[config.mk]
export PLATFORM = sky130hd
export DESIGN_NAME = fault_cam
export DESIGN_NICKNAME = d
export VERILOG_FILES = /design/src/rtl/fault_cam_pkg.sv /design/src/rtl/fault_cam_match.sv /design/src/rtl/fault_cam_must.sv /design/src/rtl/fault_cam.sv
export SDC_FILE = /design/constraint.sdc
export NUM_CORES = 1
export LEC_CHECK = 0
export ABC_CLOCK_PERIOD_IN_PS = 5300
export BUFFER_PORTS_ARGS = -buffer_cell sky130_fd_sc_hd__buf_2
export CORE_ASPECT_RATIO = 1.5
export CORE_MARGIN = 2
export CORE_UTILIZATION = 47
export CTS_CLUSTER_DIAMETER = 100
export DETAILED_ROUTE_END_ITERATION = 12
export GPL_ROUTABILITY_DRIVEN = 0
export PLACE_DENSITY = 0.68
export SYNTH_ARGS = -nofsm -noshare
export SYNTH_HDL_FRONTEND = slang
export SYNTH_HIERARCHICAL = 1
export SYNTH_SLANG_ARGS = --single-unit
[constraint.sdc]
create_clock -name clk -period 5.3 [get_ports clk]
set_input_delay 1.06 -clock clk [delete_from_list [all_inputs] [get_ports clk]]
set_output_delay 1.06 -clock clk [all_outputs]
set_load 0.05 [all_outputs]
[src/rtl/fault_cam_pkg.sv]
package fault_cam_pkg;
  localparam int MUST_W       = 4;
  localparam int MUST_ROW     = 0;
  localparam int MUST_COL     = 1;
  localparam int MUST_ADJ_ROW = 2;
  localparam int MUST_ADJ_COL = 3;

  typedef enum logic [1:0] {
    ACT_IGNORE,
    ACT_PIVOT,
    ACT_SHARED,
    ACT_LOST
  } act_e;
endpackage

[src/rtl/fault_cam_match.sv]
module fault_cam_match #(
  parameter int P     = 4,
  parameter int ROW_W = 4,
  parameter int COL_W = 4,
  parameter int BLK_W = 2,
  parameter int PA_W  = 2
) (
  input  logic [P-1:0]       pv_en,
  input  logic [ROW_W-1:0]   pv_row [P],
  input  logic [COL_W-1:0]   pv_col [P],
  input  logic [BLK_W-1:0]   pv_blk [P],
  input  logic [ROW_W-1:0]   row,
  input  logic [COL_W-1:0]   col,
  input  logic [BLK_W-1:0]   blk,
  output logic               dup,
  output logic               hit,
  output logic               hit_col,
  output logic [PA_W-1:0]    hit_idx,
  output logic               hit_adj
);
  localparam logic [BLK_W-1:0] PARTNER = BLK_W'(1);

  logic [P-1:0] row_hit, col_hit, same_blk, dup_hit;
  logic [PA_W-1:0] ridx, cidx;

  always_comb begin
    for (int i = 0; i < P; i++) begin
      same_blk[i] = (blk == pv_blk[i]);
      row_hit[i]  = pv_en[i] && (row == pv_row[i]) &&
                    (same_blk[i] || (blk == (pv_blk[i] ^ PARTNER)));
      col_hit[i]  = pv_en[i] && (col == pv_col[i]) &&
                    (same_blk[i] || (blk == (pv_blk[i] ^ PARTNER)));
      dup_hit[i]  = pv_en[i] && same_blk[i] && (row == pv_row[i]) && (col == pv_col[i]);
    end
    ridx = '0;
    cidx = '0;
    for (int i = P - 1; i >= 0; i--) begin
      if (row_hit[i]) ridx = PA_W'(i);
      if (col_hit[i]) cidx = PA_W'(i);
    end
    dup     = |dup_hit;
    hit     = (|row_hit) || (|col_hit);
    hit_col = !(|row_hit);
    hit_idx = (|row_hit) ? ridx : cidx;
    hit_adj = !same_blk[hit_idx];
  end
endmodule

[src/rtl/fault_cam_must.sv]
module fault_cam_must
  import fault_cam_pkg::*;
#(
  parameter int P          = 4,
  parameter int PA_W       = 2,
  parameter int CNT_W      = 4,
  parameter int SPARE_ROWS = 2,
  parameter int SPARE_COLS = 2
) (
  input  logic              clk,
  input  logic              rst,
  input  logic              inc,
  input  logic [PA_W-1:0]   inc_idx,
  input  logic              inc_col,
  input  logic              inc_adj,
  output logic [P*MUST_W-1:0] must
);
  localparam logic [CNT_W-1:0] LIM_R = CNT_W'(SPARE_ROWS);
  localparam logic [CNT_W-1:0] LIM_C = CNT_W'(SPARE_COLS);

  for (genvar i = 0; i < P; i++) begin : g_line
    logic [CNT_W-1:0] cnt [MUST_W];
    logic [MUST_W-1:0] sel;

    always_comb begin
      sel = '0;
      if (inc && inc_idx == PA_W'(i))
        sel[{inc_adj, inc_col}] = 1'b1;
    end

    for (genvar k = 0; k < MUST_W; k++) begin : g_cnt
      always_ff @(posedge clk) begin
        if (rst) cnt[k] <= '0;
        else if (sel[k]) cnt[k] <= cnt[k] + CNT_W'(1);
      end
    end

    // Same-block counts exclude the pivot itself, hence >= for "more than".
    assign must[i*MUST_W + MUST_ROW]     = cnt[MUST_ROW] >= LIM_C;
    assign must[i*MUST_W + MUST_COL]     = cnt[MUST_COL] >= LIM_R;
    assign must[i*MUST_W + MUST_ADJ_ROW] = cnt[MUST_ADJ_ROW] > LIM_C;
    assign must[i*MUST_W + MUST_ADJ_COL] = cnt[MUST_ADJ_COL] > LIM_R;
  end
endmodule

[src/rtl/fault_cam.sv]
module fault_cam
  import fault_cam_pkg::*;
#(
  parameter int ROW_W      = 4,
  parameter int COL_W      = 4,
  parameter int BLK_W      = 2,
  parameter int PV_DEPTH   = 4,
  parameter int NP_DEPTH   = 8,
  parameter int SPARE_ROWS = 2,
  parameter int SPARE_COLS = 2,
  localparam int PA_W = (PV_DEPTH > 1) ? $clog2(PV_DEPTH) : 1,
  localparam int AD_W = (ROW_W > COL_W) ? ROW_W : COL_W
) (
  input  logic                        clk,
  input  logic                        rst,
  input  logic                        flt_valid,
  input  logic [ROW_W-1:0]            flt_row,
  input  logic [COL_W-1:0]            flt_col,
  input  logic [BLK_W-1:0]            flt_blk,
  input  logic                        test_done,
  output logic                        analyzing,
  output logic                        overflow,
  output logic [PV_DEPTH-1:0]         pv_en,
  output logic [PV_DEPTH*ROW_W-1:0]   pv_row,
  output logic [PV_DEPTH*COL_W-1:0]   pv_col,
  output logic [PV_DEPTH*BLK_W-1:0]   pv_blk,
  output logic [PV_DEPTH*4-1:0]       pv_must,
  output logic [NP_DEPTH-1:0]         np_en,
  output logic [NP_DEPTH*PA_W-1:0]    np_ptr,
  output logic [NP_DEPTH-1:0]         np_type,
  output logic [NP_DEPTH*AD_W-1:0]    np_addr,
  output logic [NP_DEPTH*BLK_W-1:0]   np_blk
);
  localparam int PC_W  = $clog2(PV_DEPTH + 1);
  localparam int NC_W  = $clog2(NP_DEPTH + 1);
  localparam int NA_W  = (NP_DEPTH > 1) ? $clog2(NP_DEPTH) : 1;
  localparam int CNT_W = $clog2(NP_DEPTH + 2);

  logic [ROW_W-1:0] pv_row_q [PV_DEPTH];
  logic [COL_W-1:0] pv_col_q [PV_DEPTH];
  logic [BLK_W-1:0] pv_blk_q [PV_DEPTH];
  logic [PA_W-1:0]  np_ptr_q [NP_DEPTH];
  logic             np_type_q [NP_DEPTH];
  logic [AD_W-1:0]  np_addr_q [NP_DEPTH];
  logic [BLK_W-1:0] np_blk_q [NP_DEPTH];

  logic [PC_W-1:0] pv_cnt;
  logic [NC_W-1:0] np_cnt;
  logic pv_full, np_full;
  logic dup, hit, hit_col, hit_adj;
  logic [PA_W-1:0] hit_idx;
  act_e act;

  assign pv_full = (pv_cnt == PC_W'(PV_DEPTH));
  assign np_full = (np_cnt == NC_W'(NP_DEPTH));

  fault_cam_match #(
    .P(PV_DEPTH), .ROW_W(ROW_W), .COL_W(COL_W), .BLK_W(BLK_W), .PA_W(PA_W)
  ) u_match (
    .pv_en(pv_en), .pv_row(pv_row_q), .pv_col(pv_col_q), .pv_blk(pv_blk_q),
    .row(flt_row), .col(flt_col), .blk(flt_blk),
    .dup(dup), .hit(hit), .hit_col(hit_col), .hit_idx(hit_idx), .hit_adj(hit_adj)
  );

  always_comb begin
    act = ACT_IGNORE;
    if (flt_valid && !analyzing && !dup) begin
      if (hit) act = np_full ? ACT_LOST : ACT_SHARED;
      else     act = pv_full ? ACT_LOST : ACT_PIVOT;
    end
  end

  // Control state with reset
  always_ff @(posedge clk) begin
    if (rst) begin
      analyzing <= 1'b0;
      overflow  <= 1'b0;
      pv_en     <= '0;
      np_en     <= '0;
      pv_cnt    <= '0;
      np_cnt    <= '0;
    end else begin
      if (test_done) analyzing <= 1'b1;
      unique case (act)
        ACT_PIVOT: begin
          pv_en[PA_W'(pv_cnt)] <= 1'b1;
          pv_cnt <= pv_cnt + PC_W'(1);
        end
        ACT_SHARED: begin
          np_en[NA_W'(np_cnt)] <= 1'b1;
          np_cnt <= np_cnt + NC_W'(1);
        end
        ACT_LOST:   overflow <= 1'b1;
        default:    ;
      endcase
    end
  end

  // Table storage, write-only by index, no reset (RAM style)
  always_ff @(posedge clk) begin
    if (act == ACT_PIVOT) begin
      pv_row_q[PA_W'(pv_cnt)] <= flt_row;
      pv_col_q[PA_W'(pv_cnt)] <= flt_col;
      pv_blk_q[PA_W'(pv_cnt)] <= flt_blk;
    end
  end

  always_ff @(posedge clk) begin
    if (act == ACT_SHARED) begin
      np_ptr_q[NA_W'(np_cnt)]  <= hit_idx;
      np_type_q[NA_W'(np_cnt)] <= hit_col;
      np_addr_q[NA_W'(np_cnt)] <= hit_col ? AD_W'(flt_row) : AD_W'(flt_col);
      np_blk_q[NA_W'(np_cnt)]  <= flt_blk;
    end
  end

  fault_cam_must #(
    .P(PV_DEPTH), .PA_W(PA_W), .CNT_W(CNT_W),
    .SPARE_ROWS(SPARE_ROWS), .SPARE_COLS(SPARE_COLS)
  ) u_must (
    .clk(clk), .rst(rst), .inc(act == ACT_SHARED),
    .inc_idx(hit_idx), .inc_col(hit_col), .inc_adj(hit_adj),
    .must(pv_must)
  );

  for (genvar i = 0; i < PV_DEPTH; i++) begin : g_pv_out
    assign pv_row[i*ROW_W +: ROW_W] = pv_row_q[i];
    assign pv_col[i*COL_W +: COL_W] = pv_col_q[i];
    assign pv_blk[i*BLK_W +: BLK_W] = pv_blk_q[i];
  end

  for (genvar j = 0; j < NP_DEPTH; j++) begin : g_np_out
    assign np_ptr[j*PA_W +: PA_W]   = np_ptr_q[j];
    assign np_type[j]               = np_type_q[j];
    assign np_addr[j*AD_W +: AD_W]  = np_addr_q[j];
    assign np_blk[j*BLK_W +: BLK_W] = np_blk_q[j];
  end
endmodule

-- Yosys cells after proc, flatten, opt, wreduce, memory -nomap -nowiden
Memory sizes are Yosys's and may differ from the RTL's.
Cells that the tools add are included.
- register bits after elaboration: 61
- latch bits: 0
- RAM bits: 136
- bits in read-only memories: 0
- input bits: 14
- output and inout bits: 142
- word-level logic and storage cells: 268
- memories kept: 8
- memory list (memory ; depth ; width ; read ports ; clocked after Yosys merged registers in ; wr ports ; line ; source):
    np_addr_q ; 8 ; 4 ; 8 ; 0 ; 1 ; fault_cam.sv:44 ; logic [AD_W-1:0] np_addr_q [NP_DEPTH];
    np_blk_q ; 8 ; 2 ; 8 ; 0 ; 1 ; fault_cam.sv:45 ; logic [BLK_W-1:0] np_blk_q [NP_DEPTH];
    np_ptr_q ; 8 ; 2 ; 8 ; 0 ; 1 ; fault_cam.sv:42 ; logic [PA_W-1:0] np_ptr_q [NP_DEPTH];
    u_must.g_line[0].cnt ; 4 ; 4 ; 4 ; 0 ; 4 ; fault_cam_must.sv:22 ; logic [CNT_W-1:0] cnt [MUST_W];
    u_must.g_line[1].cnt ; 4 ; 4 ; 4 ; 0 ; 4 ; fault_cam_must.sv:22 ;
    u_must.g_line[2].cnt ; 4 ; 4 ; 4 ; 0 ; 4 ; fault_cam_must.sv:22 ;
    2 more memories ; -- ; -- ; -- ; -- ; -- ; -- ;
- add/subtract/negate cells: 18
- multiply operators: 0
- divide/modulo/power cells: 0
- magnitude comparators: 25
- eq/ne operators: 24
- shift operators: 0
- multiplexer cells: 101
- bitwise operators: 23
- reductions and logical operators: 51
- operator list (operator ; number):
    $mux 4 ; 22
    $add 4x1->4 const B ; 17
    $mux 1 ; 57
    $logic_and 1x1->1 ; 38
    $bwmux 16 ; 2
    $eq 4x4->1 ; 8
    $ge 4x2->1 const B ; 8
    $gt 4x2->1 const B ; 8
    $mux 2 ; 13
    $eq 2x2->1 ; 8
    $or 1x1->1 ; 16
    $reduce_or 4->1 ; 3
    $lt 2x3->1 const B ; 3
    $bwmux 8 ; 1
    $demux 4 s2 ; 1
    $eq 2x2->1 const B ; 4
    $or 8x8->8 ; 1
    $logic_or 1x1->1 ; 5
    $demux 1 s2 ; 2
    $demux 2 s2 ; 1
    $eq 2x1->1 const B ; 2
    $eq 4x4->1 const B ; 1
    $ge 2x1->1 const B ; 2
    $logic_not 1->1 ; 4
    other kinds (12) ; 15

-- Depth between registers and ports, before layout
- word-level depth: 21
- gate-level depth with buffers: 13
- mapped depth without buffers: 11

-- Cells and area by module
The synthesis kept the hierarchy.
- modules (own cells, without submodules) (module ; times used ; cells each ; area each (um^2) ; sequential area each (um^2)):
    fault_cam ; 1 ; 241 ; 4498.1 ; 3783.6
    fault_cam_must ; 1 ; 311 ; 3449.6 ; 1921.8
    fault_cam_match ; 1 ; 90 ; 663.1 ; 0.0

-- Worst setup path after synthesis
Ideal clock, no wire load.
- path kind: input-to-reg
- from: in flt_blk[1]
- to: mem u_must.g_line[1].cnt[2][0], enable pin
- setup time: 0.361 ns
- data arrival time: 3.782 ns
- data required time: 4.939 ns
- slack: 1.156 ns
- cell stages on the path: 11
- path buffers: 1
- cell sequence: clkbuf_2 xnor2_1 and2_1 and2_2 nor2b_1 nand2_1 o32ai_1 mux2i_1 and2b_1 inv_1 o21ai_0
- RTL lines (element ; line ; source):
    from (decl) ; fault_cam.sv:19 ; input logic [BLK_W-1:0] flt_blk,
    to (decl) ; fault_cam_must.sv:22 ;

==> impl_metrics.prom <==
# TYPE chip_impl_metric gauge
chip_impl_info{name="outcome",value="finished, final reports clean"} 1
chip_impl_metric{name="detail_route.first_pass.iterations",unit=""} 4
chip_impl_metric{name="cp.required",unit="ns"} 5.36
chip_impl_metric{name="design.portCount",unit=""} 156
chip_impl_metric{name="design.die.area",unit="um^2"} 19440
chip_impl_metric{name="synthesis.area_per_instance",unit="um^2"} 13.41
chip_impl_metric{name="synth_edf_count",unit=""} 176
chip_impl_metric{name="antenna_cells",unit=""} 0
chip_impl_metric{name="power_density_over_the_cells",unit="nW/um^2"} 315.3
chip_impl_metric{name="post_dp_cell_area",unit="um^2"} 9593
chip_impl_metric{name="synthMuxAreaShare",unit=""} 0.01264
chip_impl_metric{name="yosysUniqueCellTypes",unit=""} 57
chip_impl_metric{name="cp_max_fo",unit=""} 9
chip_impl_metric{name="ys_ff_latch",unit=""} 197
chip_impl_metric{name="synth_async_sr_flop_share",unit=""} 0
chip_impl_metric{name="preCtsSetupSlack",unit="ns"} 0.3834
chip_impl_metric{name="slew-limit-headroom",unit=""} 0.4254
chip_impl_metric{name="share_of_post_route_cells_with_drive_strength_above_1",unit=""} 0.2641
chip_impl_info{name="final_common_cell",value="edfxtp_1"} 1
chip_impl_metric{name="leakage",unit="nW"} 3.974
chip_impl_metric{name="postSynthNetCount",unit=""} 694
chip_impl_metric{name="placedCellCount",unit=""} 1000
chip_impl_info{name="timing.critical_path.to_type",value="flip-flop"} 1
chip_impl_info{name="cts.root.buffer_cell",value="clkbuf_16"} 1
chip_impl_metric{name="minimum_clock_period_after_layout",unit="ns"} 4.463
chip_impl_metric{name="grt_overflow",unit=""} 0
chip_impl_metric{name="cts_hold_buffers",unit=""} 0
chip_impl_info{name="crit_path_start_kind",value="primary input"} 1
chip_impl_metric{name="port_buffers",unit=""} 155
chip_impl_metric{name="cell_internal_pwr",unit="mW"} 2.475
chip_impl_metric{name="finalCritPeriodShare",unit=""} 0.8421
chip_impl_metric{name="drt-vias-per-instance",unit=""} 5.335
chip_impl_info{name="crit_type",value="primary input to flip-flop"} 1
chip_impl_metric{name="synthCells",unit=""} 642
chip_impl_metric{name="area_delta_synth_final",unit="%"} 18.13
chip_impl_metric{name="first_global_vias",unit=""} 5579
chip_impl_metric{name="cts_buffer_depth",unit=""} 2
chip_impl_metric{name="hold_viol_final",unit=""} 0
chip_impl_metric{name="worst_setup_hold_path_clk_slew",unit="ns"} 0.07
chip_impl_metric{name="route.antenna.remaining_nets",unit=""} 0
chip_impl_metric{name="power.ir.vdd_worst",unit="mV"} 0.2258
chip_impl_metric{name="cts.htree.levels",unit=""} 4
chip_impl_metric{name="setup_violations",unit=""} 0
chip_impl_info{name="class_of_the_most_critical_hold_timing_path",value="flip-flop to flip-flop"} 1
chip_impl_metric{name="maxSlewViolCount",unit=""} 0
chip_impl_info{name="ys_dominant_reg_cell",value="edfxtp_1"} 1
chip_impl_metric{name="final_cell_count_no_fill",unit=""} 1031
chip_impl_metric{name="power.share.switching",unit=""} 0.2282
chip_impl_metric{name="effective_utilization_at_floorplan",unit=""} 0.4799
chip_impl_metric{name="fin_total_pwr",unit="mW"} 3.207
chip_impl_metric{name="synth_adder_area_share",unit=""} 0.05522
chip_impl_metric{name="switchingPower",unit="mW"} 0.7319
chip_impl_metric{name="compound_gate_fraction_of_synth_area",unit=""} 0.03749
chip_impl_metric{name="post_synth_and_or_nand_nor_area_fraction",unit=""} 0.1276
chip_impl_metric{name="track_usage",unit=""} 0.2013
chip_impl_metric{name="fp.coreArea",unit="um^2"} 17940
chip_impl_metric{name="sequential_area_share_after_synthesis",unit=""} 0.6626
chip_impl_metric{name="largest_net_degree_at_the_start_of_global_routing",unit=""} 37
chip_impl_metric{name="clock_insertion_delay_worst_skew",unit="ns"} 0.42
chip_impl_metric{name="synth_area",unit="um^2"} 8611
chip_impl_metric{name="via_count",unit=""} 5500
chip_impl_metric{name="detail_route.drc_violations",unit=""} 0
chip_impl_metric{name="max_freq",unit="MHz"} 224.1
chip_impl_metric{name="totalWireLength",unit="um"} 19300
chip_impl_metric{name="final.fill_count",unit=""} 1459
chip_impl_metric{name="final_cell_area",unit="um^2"} 10170
chip_impl_metric{name="timing.critical_path.arrival",unit="ns"} 4.52
chip_impl_metric{name="numCtsBuffers",unit=""} 17
chip_impl_metric{name="final_stage_net_count",unit=""} 854
chip_impl_metric{name="r2r_slack",unit="ns"} 1.23
chip_impl_metric{name="fp-row-count",unit=""} 60
chip_impl_metric{name="fp.dieH",unit="um"} 169.8
chip_impl_metric{name="combinational_fraction_of_design_power",unit=""} 0.065
chip_impl_metric{name="least_margin_pin_slew",unit="ns"} 0.8587
chip_impl_metric{name="layout_setup_ws",unit="ns"} 0.8370
chip_impl_metric{name="synth.yosys.warnings",unit=""} 6
chip_impl_metric{name="cts-resized-gates",unit=""} 0
chip_impl_metric{name="dp.final_hpwl",unit="um"} 14700
chip_impl_metric{name="clock-skew-final",unit="ns"} 0.01080
chip_impl_metric{name="fin_setup_tns",unit="ns"} 0
chip_impl_metric{name="yosysTopAreaCellShare",unit=""} 0.6138
chip_impl_metric{name="antenna_found_initial",unit=""} 0
chip_impl_info{name="synth.top_cells.by_area",value="edfxtp_1 61%, ha_1 5.5%, dfxtp_1 4.9%"} 1
chip_impl_metric{name="detail_route.iter0.violations",unit=""} 330
chip_impl_metric{name="maxCapViolCount",unit=""} 0
chip_impl_metric{name="routed_wire_length_per_instance",unit="um"} 18.72
chip_impl_metric{name="grt_first_pass_wirelength",unit="um"} 29500
chip_impl_metric{name="post-cts-setup-buffer-count",unit=""} 0
chip_impl_info{name="tritoncts",value="done"} 1
chip_impl_metric{name="post_synth_xor_area_fraction",unit=""} 0.07222
chip_impl_metric{name="cts_num_sinks",unit=""} 197
chip_impl_metric{name="power.share.clock",unit=""} 0.391
chip_impl_metric{name="seq_power_share",unit=""} 0.544
chip_impl_info{name="layout.cells.most_common_list",value="176 x edfxtp_1, 155 x buf_2, 88 x nor2_1"} 1
chip_impl_info{name="setup_repair_after_global_routing_missed_its_margin",value="no"} 1
chip_impl_metric{name="die_w",unit="um"} 114.5
chip_impl_info{name="synth_top_area_cell",value="edfxtp_1"} 1
chip_impl_info{name="main_combinational_cell_family_by_area_after_synthesis",value="simple AND/OR/NAND/NOR gates"} 1
[final cells by class]
| cell class | instances | area, um^2 | area share |
|---|---|---|---|
| Multi-Input combinational cell | 383 | 2645 | 0.2600 |
| Clock buffer | 18 | 429.2 | 0.04219 |
| Tap cell | 217 | 271.5 | 0.02669 |
| Clock inverter | 13 | 150.1 | 0.01476 |
| Inverter | 44 | 165.2 | 0.01624 |
| Sequential cell | 197 | 5705 | 0.5609 |
| Timing Repair Buffer | 159 | 805.8 | 0.07921 |
[cells by family (layout without fill, tap and decap cells)]
kind of cell | count (synthesis) | after routing
flops | 197 | 197
compound gates | 52 | 52
simple gates | 212 | 212
buf+inv | 62 | 234
xor+xnor | 71 | 71
fa+ha+maj | 38 | 38
mux | 10 | 10
[per-stage QoR]
stage,hold WS [ns],util
2_1_floorplan,0.4837,-
3_3_place_gp,0.4367,0.5347
3_5_place_dp,0.4449,0.5347
4_1_cts,0.4562,0.5669
5_1_grt,0.4657,0.5669
6_report,0.4501,0.5669
[Yosys cell counts, types with 7 or more instances]
cell and number:
a21oi_1 7, and3_1 7, buf_4 8, dfxtp_1 21
edfxtp_1 176, ha_1 38, inv_1 44, nand2_1 33
nand3_1 25, nor2_1 88, o21ai_0 17, or4_1 8
xnor2_1 30, xor2_1 41
[worst paths after layout]
kind | endpoint | from | depth (start not counted)
min reg2reg | np_en[7] | np_en[7] | 2
max | u_must/g_line[1].cnt[2][0] | flt_col[0] | 11
max reg2reg | u_must/g_line[1].cnt[2][0] | pv_col[13] | 10
min | np_en[7] | np_en[7] | 2
[worst max-delay path, cell delays in order]
cell     delay, ns
buf_2         0.17
xor2_1        0.19
nor4_2        0.56
a32o_1        0.24
or3b_1        0.35
a211o_1       0.35
mux2i_1       0.14
mux2i_1       0.44
and2b_1       0.35
inv_1         0.09
o21ai_0       0.56
[registers in the layout (all words and copies together) (netlist names), 8 cells and up]
register	flops
np_blk_q	16
np_en	8
np_type_q	8
np_addr_q	32
np_ptr_q	16
pv_col	16
u_must/g_line.cnt	64
pv_blk	8
pv_row	16
[power groups by stage]
stage	logic, mW	clock network [mW]	registers, mW
global route	0.226	1.34	1.75
detailed placement	0.209	0	1.78
CTS	0.210	1.28	1.74
global placement	0.204	0	1.78
floorplan	0.112	0	1.81
finish	0.208	1.25	1.74
[layer usage]
metal  track usage  routed length (um)  vias up
li1              -                   -     2605
met1        0.2254                7114     2685
met2        0.3663               10440      176
met3       0.05071                1200       34
met4       0.07158                 538        0
met5             0                   0        -
Note: power is estimated with default switching activity, not from simulation.
